==> config.mk <==
export PLATFORM = sky130hd
export DESIGN_NAME = pulse_tally_bank
export DESIGN_NICKNAME = d
export VERILOG_FILES = /design/src/rtl/pulse_tally_bank.sv
export SDC_FILE = /design/constraint.sdc
export NUM_CORES = 1
export LEC_CHECK = 0
export BUFFER_PORTS_ARGS = -buffer_cell sky130_fd_sc_hd__buf_2
export CELL_PAD_IN_SITES_DETAIL_PLACEMENT = 0
export CELL_PAD_IN_SITES_GLOBAL_PLACEMENT = 1
export CORE_ASPECT_RATIO = 0.6
export CORE_MARGIN = 3
export CORE_UTILIZATION = 30
export CTS_CLUSTER_SIZE = 14
export DETAILED_ROUTE_END_ITERATION = 10
export GPL_ROUTABILITY_DRIVEN = 0
export GPL_TIMING_DRIVEN = 0
export HOLD_SLACK_MARGIN = 0.06
export PLACE_DENSITY_LB_ADDON = 0.1
export SYNTH_ARGS = -nofsm -noshare
export SYNTH_HDL_FRONTEND = slang
export SYNTH_SLANG_ARGS = --single-unit
==> constraint.sdc <==
create_clock -name clk -period 2.05 [get_ports clk]
set_input_delay 0.1025 -clock clk [delete_from_list [all_inputs] [get_ports clk]]
set_output_delay 0.1025 -clock clk [all_outputs]
set_load 0.05 [all_outputs]
==> src/rtl/pulse_tally_bank.sv <==
module pulse_tally_bank #(
  parameter int NCH = 6,
  parameter int CW  = 32,
  parameter int DW  = 32,
  parameter int AW  = 4
) (
  input  logic          clk,
  input  logic          rst_n,
  input  logic [NCH-1:0] in_pulse,
  input  logic [NCH-1:0] out_pulse,
  input  logic          bus_cyc,
  input  logic          bus_stb,
  input  logic          bus_we,
  input  logic [AW-1:0] bus_adr,
  input  logic [DW-1:0] bus_wdat,
  output logic [DW-1:0] bus_rdat,
  output logic          bus_ack,
  output logic          bus_stall
);
  localparam int NWORD = 2 * NCH;
  localparam logic [AW-1:0] CLR_ADR = AW'(NWORD);

  logic [NWORD-1:0] line, line_d, rise;
  logic [CW-1:0]    cnt [NWORD];
  logic             ack_q, accept, clr;
  logic [DW-1:0]    rd_word, rdat_q;

  assign accept    = bus_cyc & bus_stb & ~ack_q;
  assign clr       = accept & bus_we & (bus_adr == CLR_ADR) & bus_wdat[0];
  assign rise      = line & ~line_d;
  assign bus_ack   = ack_q;
  assign bus_rdat  = rdat_q;
  assign bus_stall = bus_cyc & bus_stb & ~ack_q;

  generate
    for (genvar c = 0; c < NCH; c++) begin : g_map
      assign line[2*c]   = in_pulse[c];
      assign line[2*c+1] = out_pulse[c];
    end
  endgenerate

  always_ff @(posedge clk or negedge rst_n)
    if (!rst_n) line_d <= '0;
    else        line_d <= line;

  generate
    for (genvar k = 0; k < NWORD; k++) begin : g_cnt
      always_ff @(posedge clk or negedge rst_n)
        if (!rst_n)       cnt[k] <= '0;
        else if (clr)     cnt[k] <= '0;
        else if (rise[k]) cnt[k] <= cnt[k] + 1'b1;


      inc_by_one_chk: assert property (@(posedge clk) disable iff (!rst_n)
        (!clr && rise[k]) |=> cnt[k] == $past(cnt[k]) + 1'b1);

      hold_when_idle_chk: assert property (@(posedge clk) disable iff (!rst_n)
        (!clr && !rise[k]) |=> $stable(cnt[k]));

      clear_all_chk: assert property (@(posedge clk) disable iff (!rst_n)
        clr |=> cnt[k] == '0);
    end
  endgenerate

  always_comb begin
    rd_word = '0;
    for (int k = 0; k < NWORD; k++)
      if (bus_adr == AW'(k)) rd_word[CW-1:0] = cnt[k];
  end

  always_ff @(posedge clk or negedge rst_n)
    if (!rst_n) begin
      ack_q  <= 1'b0;
      rdat_q <= '0;
    end else begin
      ack_q <= accept;
      if (accept) rdat_q <= bus_we ? '0 : rd_word;
    end


  ack_single_cycle_chk: assert property (@(posedge clk) disable iff (!rst_n)
    bus_ack |=> !bus_ack);

  ack_follows_strobe_chk: assert property (@(posedge clk) disable iff (!rst_n)
    (bus_cyc && bus_stb && !bus_ack) |=> bus_ack);

  unused_reads_zero_chk: assert property (@(posedge clk) disable iff (!rst_n)
    (bus_cyc && bus_stb && !bus_ack && !bus_we && bus_adr > CLR_ADR) |=> bus_rdat == '0);
endmodule

## After elaboration in Yosys (flattened, before gate mapping)

Index checks and enable logic that the tools add are counted.

- Flip-flop bits (word level): 429
- Input bits: 53
- Output and inout port bits: 34
- Word-level logic and storage cells: 97

- Add/subtract/negate cells: 12
- Equal/unequal tests: 12
- Mux-type cells: 37
- Bitwise gates (word level): 8
- Reductions and logical operators: 13

Operators by type and width:

| operator | number |
|---|---|
| 32-bit two-way mux | 37 |
| 32-bit by 1-bit adder with 32-bit output, second input constant | 12 |
| 2-bit nonzero test | 12 |
| 4-bit equality test, second input constant | 5 |
| 4-bit by 3-bit equality test with 1-bit output, second input constant | 4 |
| 12-bit bitwise AND | 1 |
| 12-bit inverter | 1 |
| 4-bit by 2-bit equality test with 1-bit output, second input constant | 2 |
| 1-bit bitwise AND | 5 |
| 4-bit by 1-bit equality test with 1-bit output, second input constant | 1 |
| 4-bit logical NOT | 1 |
| 1-bit inverter | 1 |

## Depth between registers and ports, before layout

Gate-level depths: netlist (run 1).

- Depth after elaboration: 14
- Gate-level depth with buffers: 9
- Depth with buffers taken out: 6

## Worst setup path before layout (run 1)

No wires, ideal clock.

- Path kind: register to register
- Start: register ack_q (netlist: bus_ack)
- End: register rdat_q[8] (netlist: bus_rdat[8])
- Setup time: 0.128 ns
- Data arrival time: 2.245 ns
- Required time: 1.922 ns
- Slack: -0.323 ns
- Stages on the path, launching flop included: 7
- Path buffers: 1
- Period minus slack after synthesis: 2.373 ns
- Cells stage by stage: dfrtp_1 nand3b_1 inv_1 clkbuf_1 o21ai_0 nor4_1 a21oi_1

- Word-level cells in the longest chain between the ends: 2

RTL lines:

| element | line | RTL |
|---|---|---|
| from (decl) | 25 | `logic ack_q, accept, clr;` |
| from (signal assigned) | 76 | `ack_q <= accept;` |
| 1-bit inverter | -- |  |
| 1-bit bitwise AND | -- |  |
| net bus_stall | 18 | `output logic bus_stall` |
| to (signal assigned) | 77 | `if (accept) rdat_q <= bus_we ? '0 : rd_word;` |
| to (decl) | 26 | `logic [DW-1:0] rd_word, rdat_q;` |

The timed path passes the listed nets, and every way through them passes these cells.
A chain may end at the register's enable or synchronous reset.

## Worst setup path in the final report (run 1)

- Start: input bus_adr[0]
- End: register rdat_q[19] (netlist: bus_rdat[19])

- Word-level cells in the longest chain between the ends: 14
- Elaborated cells between the ends (all ways): 25
- Classes of those cells: eq/ne (11); mux (13); reduce/logical (1)

RTL lines:

| element | line | RTL |
|---|---|---|
| from (decl) | 14 | `input logic [AW-1:0] bus_adr,` |
| 4-bit logical NOT | 68 | `if (bus_adr == AW'(k)) rd_word[CW-1:0] = cnt[k];` |
| 32-bit two-way mux (11 in a row) | 68 |  |
| 32-bit two-way mux * | 68 |  |
| 32-bit two-way mux * | 77 |  |

Every way passes the cells marked *; elsewhere a longest branch is shown, timed or not.

==> parameters.txt, run 1 <==
Parameter                              Value

Global route
  Vias in the first global route    21,000
  Global-route total usage across every layer    26.1%
  Met3 Usage GRT    5.36%
  Leftover overflow at the end of global routing    0
  Global-route wire length before repair    158,000 um
  Busiest layer in global routing    met1
  Met2 capacity usage during global routing    33.7%
  Pin count of the biggest net entering global routing    109
  Antenna violations before repair    7
  Met1 demand-to-capacity share in global routing    42.5%

Drt
  Iter 0 DRT Violations    2,656
  Number of nets with antenna violations after routing    0
  Total iterations of the first detailed-routing run    6
  Remaining DRCs    0
  Total routed wirelength    110,000 um
  Drt via density    5.72
  Total via count in the routed design    22,500
  Wirelength per Cell    28.0 um

Floorplan
  Top Ports    87
  Die Y    226 um
  Initial Utilization    30.7%
  Area inside the core boundary    0.0786 mm2
  Area of the die    0.0840 mm2
  DIE WIDTH    372 um
  Row Count    79

Run status
  Violated checks    setup timing
  Result of the run    complete, but fails checks

Clock network
  Count of H-tree levels built during CTS    2
  Clock Latency Late Sink    640 ps
  Total clock buffers created by CTS    48
  Total clock sinks    429
  CTS tree    yes
  Clock-pin slew reported for the worst setup and hold paths after clock tree synthesis    60 ps
  Longest Clk Path Bufs    3
  Clock root cell    clkbuf_16

Place
  Buffers on Ports    53
  Sum of net half-perimeters after detailed placement    84,300 um
  Number of placed instances with taps included    3,771
  Post-DP Area    0.0259 mm2

Synthesis
  Number of enable-type register cells in the synthesized netlist    0
  Number of warning messages in the yosys log    0
  Post-synthesis instance total    2,658
  Synth Area in XOR/XNOR    11.9%
  Largest family of logic cells by synthesized area    simple AND/OR/NAND/NOR gates
  Adder and majority gate portion of the synthesized area    0.622%
  Compound-Gate Fraction of Synth Area    9.40%
  Avg Synthesized Cell Area    9.09 um2
  Ranking of synthesized cells by area    dfrtp_1 44%, nor2_1 6.7%, xor2_1 6.7%
  Library cell occupying the most area in the post-synthesis netlist    dfrtp_1
  Share of synthesized area occupied by flip-flops and latches    44.5%
  Area fraction in and, or, nand and nor cells after synthesis    25.7%
  Share of synthesized flip-flops with an asynchronous set or reset    100%
  Proportion of synthesized area in mux cells    4.50%
  Mapped Area    0.0241 mm2
  Distinct cell type count after synthesis    70
  Post-Syn Nets    2,723
  Top FF cell, synth    dfrtp_1
  Post-synthesis sequential element count    429
  Area fraction of the dominant cell type after synthesis    44.5%

Hold path
  Worst min-delay path class    in -> async

Job
  Max-cap check violation count    0

Power
  Static leakage    12.5 nW
  VDD IR max    0.564 mV
  Areal power density over the cells    810 mW/mm2
  Total design power    23.6 mW

Setup path
  Worst setup path endpoint    bus_rdat[19]
  Cell with the most instances on the worst path    buf_2
  Maximum cell stage delay along the critical path    440 ps
  List of cells traversed by the critical path    buf_2 -> buf_2 -> clkbuf_2 -> buf_2 -> a2bb2oi_1 -> o22ai_1 -> a21oi_2 -> o21ai_0
  Startpoint of the most critical setup path    bus_adr[0]
  Critical Path Stages    8
  Number of cells on the worst reg-to-reg path    6
  Largest fanout of any net on the critical path    10
  Worst reg2reg setup slack    10 ps
  Critical path required time    2540 ps
  Dominant delay contributor by cell family on the critical path    buffers and inverters
  Source of the worst register-to-register timing path    cnt[6]
  Worst reg2reg endpoint    cnt[31]
  Worst Setup Path Type    in -> reg
  Library cell contributing the largest single delay on the critical path    buf_2
  Worst path arrival time    2660 ps
  Critical path endpoint category    flop
  Buffers plus inverters on the worst setup path    4
  Setup crit start kind    input port

Layout
  Area of all placed cells without fillers    0.0292 mm2
  Most used cells in the layout excluding fill and tap cells    424 x nor2_1, 368 x dfrtp_1, 184 x xor2_1, 166 x nand2_1, 144 x xnor2_1
  Total number of nets in the final design    2,915
  Fraction of layout cells with a size suffix above 1    17.4%
  FILL cells    7,969
  Storage cell area    0.0108 mm2
  Area growth from synthesis to layout    20.8%
  Combined area of the multi-input logic cells    0.0132 mm2
  Post-Layout Cell Count    3,944
  Most frequent standard cell in the layout excluding fill and tap cells    nor2_1

STA
  Final Worst Setup Slack    -121 ps
  Setup repair after global routing missed its margin    yes
  Relative slew margins    38.0%
  Final count of pins violating max slew    0
  Worst Max-Slew Pin Slew    928 ps
  Max Clock Freq    0.461 GHz
  Final hold violations    0
  Final period utilization    106%
  Setup-violating endpoint count in the final report    6
  Maximum clock skew at final layout    29.7 ps
  Worst hold margin    86.2 ps
  Setup Total Neg Slack    -267 ps
  Minimum clock period    2170 ps
-- tightest hold or removal path, delay by kind of cell --
family | cells | cell delay, ps
buf+inv | 3 | 1020
-- worst min-delay path by stage --
stage | from | endpoint | depth (start not counted)
global placement | in_pulse[3] | line_d[6] | 1
finish | rst_n | cnt[68] | 3
CTS | rst_n | cnt[68] | 3
detailed placement | rst_n | cnt[69] | 1
global route | rst_n | cnt[74] | 3
floorplan | rst_n | bus_ack | 0
-- power breakdown --
part           leakage, nW  switching [mW]  internal [mW]
registers             5.68            1.40           9.31
logic                 6.02            2.61           1.51
clock network        0.765            4.00           4.79
-- cells in the mapped netlist (19+ instances only) --
cell and number:
a21oi_1 104, and3_1 45, and4_1 38, buf_2 53, clkbuf_1 83, dfrtp_1 429
inv_1 49, mux2_2 19, mux2i_1 67, nand2_1 168, nand3_1 134, nand4_1 130
nor2_1 432, nor2b_1 21, nor3_1 70, nor4_1 54, o21ai_0 99, o22ai_1 37
or3_1 36, xnor2_1 144, xor2_1 184
-- kinds of logic (layout without fill, tap and decap cells) --
kind of cell,after synthesis,in the layout
adders and majority gates,12,12
and+or+nand+nor,1231,1231
buffers and inverters,200,429
DFF,429,429
AOI/OAI and AO/OA,363,363
xor gates and xnor gates,328,328
muxes,95,95
other,0,4
-- registers in the layout, summed over array words and instances (netlist names) --
signal and flops:
line_d 12, cnt 384, bus_rdat 32, bus_ack 1
-- layout make-up --
class | instances | share of cell area, %
multi-input combinational | 2029 | 45.3
sequential | 429 | 37.1
clock buffer | 68 | 4.82
tap | 1053 | 4.52
timing repair buffer | 152 | 4.11
buffer | 141 | 3.05
inverter | 49 | 0.631
clock inverter | 19 | 0.468
antenna | 4 | 0.0343
-- timing repair --
item | CTS | global route
hold buffers | 18 | 0
pin swaps | 16 | 20
setup endpoints to repair | 417 | 393
endpoints found under the hold margin | 184 | 0
gates resized for setup | 203 | 132
buffers inserted | 32 | 42
-- metal layers --
| layer | up-vias | routed length, um |
|---|---|---|
| li1 | 9834 | - |
| met1 | 11500 | 55600 |
| met2 | 1000 | 41700 |
| met3 | 182 | 10100 |
| met4 | 8 | 2880 |
| met5 | - | 128 |
-- through the flow --
step	worst slack, ps	util (%)
after floorplan	58.1	-
after global placement	-9340	32.7
after detailed placement	-1670	32.9
after CTS	-114	36.3
after global routing	-61.4	37.1
final	-121	37.1
Power figures use the tool's default switching activity.
==> run 2: changes to the inputs <==
--- a/constraint.sdc
+++ b/constraint.sdc
@@ -3,2 +3,2 @@
 set_output_delay 0.1025 -clock clk [all_outputs]
-set_load 0.05 [all_outputs]
+set_load 0.005 [all_outputs]
==> run 2 against run 1 <==
Compared with the run above: the flow still finishes with violations (setup timing); clock power is 3.9% higher; clock-buffer cell count is 1 lower; total power hardly changed; die area stayed put; combinational power is 10% lower; register-to-register slack worse by 30 ps; non-clock buffer count stayed put; first-iteration DRC count is 7.0% higher; via count is 1.3% lower; sequential cell count stayed put; core utilization is 0.057 points lower; global-route usage is 0.10 points lower; critical endpoint is now bus_rdat[30]; largest power group unchanged; highest routed layer unchanged.
==> parameters.txt, run 2 (synthesis gave the netlist of run 1 again) <==
Parameter                              Value

Clock network
  Count of H-tree levels built during CTS    2
  Clock Latency Late Sink    630 ps
  Clock-pin slew reported for the worst setup and hold paths after clock tree synthesis    70 ps
  Longest Clk Path Bufs    3
  Total clock buffers created by CTS    48
  Total clock sinks    429
  CTS tree    yes
  Clock root cell    clkbuf_16

Power
  VDD IR max    0.567 mV
  Areal power density over the cells    811 mW/mm2
  Static leakage    12.4 nW

Floorplan
  Area inside the core boundary    0.0786 mm2
  Initial Utilization    30.7%
  Area of the die    0.0840 mm2
  DIE WIDTH    372 um
  Row Count    79
  Die Y    226 um
  Top Ports    87

Drt
  Drt via density    5.64
  Total iterations of the first detailed-routing run    6
  Iter 0 DRT Violations    2,843
  Remaining DRCs    0
  Wirelength per Cell    28.2 um
  Total via count in the routed design    22,200
  Number of nets with antenna violations after routing    0
  Total routed wirelength    111,000 um

STA
  Final Worst Setup Slack    -59.3 ps
  Final period utilization    103%
  Setup Total Neg Slack    -187 ps
  Worst Max-Slew Pin Slew    867 ps
  Minimum clock period    2110 ps
  Maximum clock skew at final layout    28.4 ps
  Final hold violations    0
  Setup-violating endpoint count in the final report    5
  Relative slew margins    42.1%
  Setup repair after global routing missed its margin    yes
  Final count of pins violating max slew    0
  Max Clock Freq    0.474 GHz

Global route
  Antenna violations before repair    9
  Leftover overflow at the end of global routing    0
  Global-route wire length before repair    157,000 um
  Pin count of the biggest net entering global routing    109
  Vias in the first global route    20,800
  Global-route total usage across every layer    26.0%

Setup path
  Worst path arrival time    2610 ps
  Cell with the most instances on the worst path    buf_2
  Library cell contributing the largest single delay on the critical path    a21oi_1
  Dominant delay contributor by cell family on the critical path    buffers and inverters
  Worst Setup Path Type    in -> reg
  Setup crit start kind    input port
  Critical path required time    2550 ps
  Buffers plus inverters on the worst setup path    4
  Worst reg2reg setup slack    -20 ps
  List of cells traversed by the critical path    buf_2 -> buf_2 -> clkbuf_2 -> clkbuf_4 -> a2bb2oi_1 -> o22ai_1 -> a21oi_1 -> o21ai_0
  Maximum cell stage delay along the critical path    450 ps
  Largest fanout of any net on the critical path    10
  Critical path endpoint category    flop

Layout
  Most used cells in the layout excluding fill and tap cells    424 x nor2_1, 376 x dfrtp_1, 184 x xor2_1, 166 x nand2_1, 144 x xnor2_1
  Post-Layout Cell Count    3,944
  Fraction of layout cells with a size suffix above 1    17.3%
  Max reg flops    384
  Area growth from synthesis to layout    20.6%
  Total number of nets in the final design    2,915
  Register name with the most flops    cnt
  Most frequent standard cell in the layout excluding fill and tap cells    nor2_1

Job
  Max-cap check violation count    0

Hold path
  Worst min-delay path class    in -> reg

Place
  Post-placement setup slack    -1380 ps
  Sum of net half-perimeters after detailed placement    84,400 um
  Number of placed instances with taps included    3,771
  Buffers on Ports    53

Run status
  Violated checks    setup timing
  Result of the run    complete, but fails checks
run 2: final timing paths:
kind / cells past startpoint / endpoint / start
max in group asynchronous: 5 / cnt[213] / rst_n
max: 8 / bus_rdat[30] / bus_adr[0]
min in group asynchronous: 3 / cnt[69] / rst_n
min reg2reg: 2 / cnt[127] / cnt[127]
max reg2reg: 6 / bus_rdat[26] / bus_ack
min: 2 / line_d[11] / out_pulse[5]
run 2: per-stage QoR:
| stage | hold WS (ps) | instance area [um2] | power [mW] | utilization (%) |
|---|---|---|---|---|
| final | 147 | 29100 | 23.6 | 37.1 |
| after floorplan | -193 | 24100 | 12.1 | - |
| after global routing | 139 | 29100 | 24.6 | 37.0 |
| after global placement | 225 | 25700 | 14.0 | 32.7 |
| after detailed placement | 69.3 | 25900 | 14.1 | 32.9 |
| after CTS | 117 | 28500 | 23.5 | 36.2 |
run 2: timing repair:
item                                    CTS  global route
endpoints found under the hold margin   278             0
endpoints found under the setup margin  416           547
setup buffers                            36            38
cloned                                    0             2
hold buffers                             15             0
pin swaps                                20            18
gates resized for setup                 187           112
run 2: layer usage:
layer	wire, um	global-route usage (%)
met1	55100	41.9
met2	42000	33.4
met3	11400	6.73
met4	2620	6.01
met5	6	0
run 2: area by class of cell:
class,instances,area [um2]
clock inverter,20,195
timing repair buffer,151,1170
inverter,49,184
tap,1053,1320
sequential,429,10800
buffer,142,856
fill,8119,49500
clock buffer,67,1400
multi-input combinational,2029,13200
antenna,4,10.0
run 2: report_power, final:
| group | switching, mW | leakage [nW] | internal [mW] |
|---|---|---|---|
| registers | 1.49 | 5.69 | 9.30 |
| clock network | 3.97 | 0.783 | 5.16 |
| logic | 2.30 | 5.96 | 1.39 |
